File: src/rtl/cdb_pkg.sv
package cdb_pkg;

  localparam int LEN_W = 4;
  localparam logic [2:0] CMD_PHASE = 3'b010;

  typedef struct packed {
    logic loadInstr;
    logic decodeByte;
  } ctrlStrobe_t;

  typedef struct packed {
    logic             rewrite;
    logic [LEN_W-1:0] len;
  } groupDecode_t;

  function automatic groupDecode_t decodeGroup(input logic [7:0] cmdByte,
                                               input logic vendorKeep);
    groupDecode_t d;
    logic [2:0] grp;
    grp = cmdByte[7:5];
    d.rewrite = 1'b0;
    d.len = '0;
    case (grp)
      3'd0: begin d.rewrite = 1'b1;        d.len = 4'd6;  end
      3'd1: begin d.rewrite = 1'b1;        d.len = 4'd10; end
      3'd2: begin d.rewrite = 1'b1;        d.len = 4'd10; end
      3'd5: begin d.rewrite = 1'b1;        d.len = 4'd12; end
      3'd6: begin d.rewrite = !vendorKeep; d.len = 4'd6;  end
      3'd7: begin d.rewrite = !vendorKeep; d.len = 4'd10; end
      default: begin d.rewrite = 1'b0;     d.len = '0;    end
    endcase
    return d;
  endfunction

endpackage

File: src/rtl/cdbCtrl.sv
module cdbCtrl
  import cdb_pkg::*;
(
  input  logic        clk,
  input  logic        rstN,
  input  logic        instrStart,
  input  logic        asTarget,
  input  logic [2:0]  phaseField,
  input  logic        firstByteValid,
  output ctrlStrobe_t strobe
);

  typedef enum logic {ST_IDLE, ST_WAIT} ctrlState_t;
  ctrlState_t state, stateNext;

  always_comb begin
    strobe.loadInstr  = instrStart && asTarget;
    strobe.decodeByte = (state == ST_WAIT) && firstByteValid && !instrStart;
  end

  always_comb begin
    stateNext = state;
    if (strobe.loadInstr)
      stateNext = (phaseField == CMD_PHASE) ? ST_WAIT : ST_IDLE;
    else if (strobe.decodeByte)
      stateNext = ST_IDLE;
  end

  always_ff @(posedge clk) begin
    if (!rstN) state <= ST_IDLE;
    else       state <= stateNext;
  end

endmodule

File: src/rtl/cdbPath.sv
module cdbPath
  import cdb_pkg::*;
#(
  parameter int COUNT_W = 24
) (
  input  logic               clk,
  input  logic               rstN,
  input  ctrlStrobe_t        strobe,
  input  logic [2:0]         phaseField,
  input  logic               vendorKeep,
  input  logic [COUNT_W-1:0] progCount,
  input  logic [7:0]         firstByte,
  output logic [COUNT_W-1:0] effCount,
  output logic [2:0]         phaseLines,
  output logic               phaseEn,
  output logic               illegalIrq
);

  groupDecode_t dec;
  logic [COUNT_W-1:0] lenWide;
  logic countIsZero;

  always_comb begin
    dec = decodeGroup(firstByte, vendorKeep);
    lenWide = COUNT_W'(dec.len);
    countIsZero = (effCount == '0);
  end

  always_ff @(posedge clk) begin
    if (!rstN) begin
      effCount   <= '0;
      phaseLines <= '0;
      phaseEn    <= 1'b0;
      illegalIrq <= 1'b0;
    end else begin
      illegalIrq <= 1'b0;
      if (strobe.loadInstr) begin
        effCount   <= progCount;
        phaseLines <= phaseField;
        phaseEn    <= 1'b1;
      end else if (strobe.decodeByte) begin
        if (dec.rewrite) effCount <= lenWide;
        else             illegalIrq <= countIsZero;
      end
    end
  end

endmodule

File: src/rtl/cdbLengthUnit.sv
module cdbLengthUnit
  import cdb_pkg::*;
#(
  parameter int COUNT_W = 24
) (
  input  logic               clk,
  input  logic               rstN,
  input  logic               instrStart,
  input  logic               asTarget,
  input  logic [2:0]         phaseField,
  input  logic               vendorKeep,
  input  logic [COUNT_W-1:0] progCount,
  input  logic               firstByteValid,
  input  logic [7:0]         firstByte,
  output logic [COUNT_W-1:0] effCount,
  output logic               phaseMsg,
  output logic               phaseCd,
  output logic               phaseIo,
  output logic               phaseEn,
  output logic               illegalIrq
);

  ctrlStrobe_t strobe;
  logic [2:0]  phaseLines;

  cdbCtrl uCtrl (
    .clk           (clk),
    .rstN          (rstN),
    .instrStart    (instrStart),
    .asTarget      (asTarget),
    .phaseField    (phaseField),
    .firstByteValid(firstByteValid),
    .strobe        (strobe)
  );

  cdbPath #(.COUNT_W(COUNT_W)) uPath (
    .clk        (clk),
    .rstN       (rstN),
    .strobe     (strobe),
    .phaseField (phaseField),
    .vendorKeep (vendorKeep),
    .progCount  (progCount),
    .firstByte  (firstByte),
    .effCount   (effCount),
    .phaseLines (phaseLines),
    .phaseEn    (phaseEn),
    .illegalIrq (illegalIrq)
  );

  assign phaseMsg = phaseLines[2];
  assign phaseCd  = phaseLines[1];
  assign phaseIo  = phaseLines[0];

endmodule


File: config.mk
export PLATFORM = sky130hd
export DESIGN_NAME = cdbLengthUnit
export DESIGN_NICKNAME = d
export VERILOG_FILES = /design/src/rtl/cdb_pkg.sv /design/src/rtl/cdbCtrl.sv /design/src/rtl/cdbPath.sv /design/src/rtl/cdbLengthUnit.sv
export SDC_FILE = /design/constraint.sdc
export NUM_CORES = 1
export LEC_CHECK = 0
export ABC_AREA = 1
export BUFFER_PORTS_ARGS = -buffer_cell sky130_fd_sc_hd__buf_2
export CAP_MARGIN = 5
export CORE_MARGIN = 2
export CORE_UTILIZATION = 35
export CTS_CLUSTER_SIZE = 25
export DETAILED_ROUTE_END_ITERATION = 10
export HOLD_SLACK_MARGIN = 0.08
export SLEW_MARGIN = 5
export SYNTH_ARGS = -nofsm -noshare
export SYNTH_HDL_FRONTEND = slang
export SYNTH_SLANG_ARGS = --single-unit
File: constraint.sdc
create_clock -name clk -period 2.26 [get_ports clk]
set_input_delay 0.113 -clock clk [delete_from_list [all_inputs] [get_ports clk]]
set_output_delay 0.113 -clock clk [all_outputs]
set_load 0.05 [all_outputs]
==> implementation parameters <==
Parameter                              Value

Clocking
  TritonCTS clock tree    built
  Number of clock sinks    30
  Deepest clock path buffer count    2
  Worst skew pair latency    0.28 ns
  Hold_buf cts    3
  Number of clock buffers inserted by TritonCTS    5
  Number of buffers inserted by post-CTS setup repair    0
  Post-CTS clock slew at the launch and capture registers of the worst setup and hold paths    0.07 ns
  CTS HTree Levels    2
  Post-cts repair resize count    0
  Clock root buffer    sky130_fd_sc_hd__clkbuf_8

Synthesis
  Yosys cell types    22
  Top cells by area, synth    sky130_fd_sc_hd__dfxtp_1 43%, sky130_fd_sc_hd__a21oi_2 11%, sky130_fd_sc_hd__nand2_1 10%, sky130_fd_sc_hd__nand2_2 8.1%, sky130_fd_sc_hd__nor2_1 7.6%
  Total number of yosys warnings    0
  Synthesized net count    215
  Synthesized area per cell    7.982 sq um
  Post-synth top area cell    sky130_fd_sc_hd__dfxtp_1
  Register bit total from synthesis    30
  Cell area after synthesis    1389 sq um
  Yosys top cell area share    43.24%
  Sequential area share after synthesis    43.24%
  Gate Count Post-Synth    174

Critical path
  Minimum setup slack among reg-to-reg paths    1.03 ns
  Nature of the critical path endpoint    register
  Arrival time reported for the critical path endpoint    1.44 ns
  Critical path launch point type    register
  Data required time at the worst endpoint    2.47 ns
  Critical Setup Path Class    register to register
  Worst Path Max Fanout    25
  Depth of the most critical reg-to-reg path    5

Placement
  Number of I/O port buffers    64
  Global placer's final weighted congestion    0.7240
  DPL Wire Length    2.269 mm
  Area post-placement    1720 sq um

Timing
  Maximum clock frequency    0.8136 GHz
  Slew at the pin with the worst max-slew slack    0.6027 ns
  Final setup violation count    0
  Total negative slack    0 ns
  Minimum period implied by the final worst setup slack    1.229 ns
  Clk_skew    0.005100 ns
  Relative slew slack    59.76%
  RSZ-0062 raised after global routing    no
  Share of the clock period used by the worst path    54.39%
  Final Max Tran Viols    0
  Final Hold Vio Count    0

Drt
  Number of design rule violations left after detail routing    0
  Number of vias in the routed layout    1,305
  Number of detailed-routing iterations run before antenna repair    4
  Detail-routed via count per cell    4.485
  Average detailed-routed wire length per instance    11.09 um
  Initial drt markers    45
  Total wire length    3.227 mm
  Antenna-violating nets left    0

Floorplanning
  Number of core rows    22
  Floorplan die area    4488 sq um
  Die outline width    66.99 um
  Top Ports    70
  Die outline height    66.99 um
  Initial Utilization    37.10%
  Placeable core region    3744 sq um

Finish
  NumNets Final    283
  Synthesis-to-finish area growth    32.61%
  Total non-filler cell area in the finished layout    1842 sq um
  Antenna diode count    0
  Share of final-layout standard cells stronger than drive strength 1    47.33%

Pwr
  Pwr/cell area    708.3 nW/um^2
  Static Leak    0.8585 nW
  Maximum vdd ir drop    0.5316 mV

Outcome
  Run status    completed

Global routing
  Vias in the first global route    1,198
  Sum of overflow across all layers after global routing    0
  Pin count of the biggest net entering global routing    29
  Wire length of the first global-routing pass    5.099 mm
  Antenna violations before repair    0
  Global router's overall resource usage    15.36%

Worst hold path
  Min-delay worst type    input port to register
  Worst hold path stage count    3

Job
  Number of maximum-capacitance constraint violations    0
cell usage in the layout, fill, tap and decap left out:
cell / count
sky130_fd_sc_hd__nor2_4: 1
sky130_fd_sc_hd__nor4_1: 1
sky130_fd_sc_hd__o21ai_0: 3
sky130_fd_sc_hd__clkbuf_8: 6
sky130_fd_sc_hd__nand3_2: 1
sky130_fd_sc_hd__a21oi_2: 18
sky130_fd_sc_hd__inv_1: 6
sky130_fd_sc_hd__nor2_1: 28
sky130_fd_sc_hd__nand2_4: 2
sky130_fd_sc_hd__inv_4: 1
sky130_fd_sc_hd__nand3_1: 5
sky130_fd_sc_hd__nand3_4: 1
sky130_fd_sc_hd__nand4_1: 3
sky130_fd_sc_hd__clkbuf_1: 1
sky130_fd_sc_hd__a21oi_1: 9
sky130_fd_sc_hd__dlygate4sd3_1: 3
sky130_fd_sc_hd__nand3b_1: 2
sky130_fd_sc_hd__nand2_1: 37
sky130_fd_sc_hd__nand2_2: 18
sky130_fd_sc_hd__nor2_2: 1
sky130_fd_sc_hd__dfxtp_1: 30
sky130_fd_sc_hd__inv_2: 1
sky130_fd_sc_hd__buf_2: 64
sky130_fd_sc_hd__clkinv_2: 1
where the power goes:
group / leakage, nW / switching, mW / total [mW] / internal [mW]
combinational: 0.565 / 0.195 / 0.283 / 0.0885
clock: 0.0482 / 0.199 / 0.444 / 0.245
sequential: 0.246 / 0.0204 / 0.577 / 0.556
through the flow:
stage                     cells  utilization, %  total power [mW]  setup slack [ns]  hold slack [ns]
after CTS                   291           49.20             1.316             1.012          0.08117
after global routing        291           49.20             1.371            0.8650          0.08550
final                       291           49.20             1.305             1.031          0.08429
after global placement      280           45.96            0.8718            0.8534           0.3705
after detailed placement    280           45.96            0.8713            0.8557           0.3786
after floorplan             174               -            0.7980             1.172           0.2335
routing by layer:
| layer | GRT usage (%) | vias up | routed length (um) |
|---|---|---|---|
| met1 | 18.56 | 556 | 1485 |
| met4 | 9.949 | 0 | 87 |
| li1 | - | 696 | - |
| met5 | 0 | - | 0 |
| met2 | 23.63 | 42 | 1443 |
| met3 | 4.392 | 11 | 211 |
cell families (layout without fill, tap and decap cells):
logic type / Yosys count / in the layout / synth area share [%]
AOI/OAI and AO/OA: 30 / 30 / 15.68
buffers and inverters: 14 / 83 / 5.855
DFF: 30 / 30 / 43.24
and+or+nand+nor: 100 / 100 / 35.23
path summary, 6_finish.rpt:
| path | from | to |
|---|---|---|
| worst min-delay path | progCount[19] | uPath.effCount[19]$_SDFFE_PN0P_ |
| worst min register to register | uPath.phaseLines[1]$_SDFFE_PN0P_ | uPath.phaseLines[1]$_SDFFE_PN0P_ |
| worst max register to register | uCtrl.state$_SDFFE_PN0P_ | uPath.effCount[4]$_SDFFE_PN0P_ |
| worst max-delay path | uCtrl.state$_SDFFE_PN0P_ | uPath.effCount[4]$_SDFFE_PN0P_ |
flip-flops by register name (all words and copies together) (netlist names):
| signal | flops |
|---|---|
| uPath.effCount | 24 |
| uPath.illegalIrq | 1 |
| uPath.phaseEn | 1 |
| uPath.phaseLines | 3 |
| uCtrl.state | 1 |
synth_stat cells:
library cell               number
sky130_fd_sc_hd__a21oi_1        9
sky130_fd_sc_hd__inv_4          1
sky130_fd_sc_hd__nor2_2         1
sky130_fd_sc_hd__nand3_4        1
sky130_fd_sc_hd__nand4_1        3
sky130_fd_sc_hd__clkbuf_1       1
sky130_fd_sc_hd__nand3_1        5
sky130_fd_sc_hd__buf_8          2
sky130_fd_sc_hd__nor4_1         1
sky130_fd_sc_hd__a21oi_2       18
sky130_fd_sc_hd__nor2_1        28
sky130_fd_sc_hd__buf_2          3
sky130_fd_sc_hd__nand3_2        1
sky130_fd_sc_hd__nand3b_1       2
sky130_fd_sc_hd__nand2_1       37
sky130_fd_sc_hd__inv_1          6
sky130_fd_sc_hd__o21ai_0        3
sky130_fd_sc_hd__nand2_4        2
sky130_fd_sc_hd__dfxtp_1       30
sky130_fd_sc_hd__nor2_4         1
sky130_fd_sc_hd__inv_2          1
sky130_fd_sc_hd__nand2_2       18
critical path, stage by stage (launching register included):
cell and delay (ns):
sky130_fd_sc_hd__dfxtp_1 0.31, sky130_fd_sc_hd__nand3_1 0.13, sky130_fd_sc_hd__nand2_1 0.14, sky130_fd_sc_hd__nand2_4 0.33
sky130_fd_sc_hd__nand2_1 0.09, sky130_fd_sc_hd__a21oi_1 0.14
final cells by class:
type	instances	area, sq um
clock inverter	1	5.005
fill	392	1902
multi-input combinational	130	706.9
clock buffer	7	86.33
tap	48	60.06
inverter	8	32.53
sequential	30	600.6
timing repair buffer	67	350.3
No activity file was read; power rests on OpenSTA's default activity.
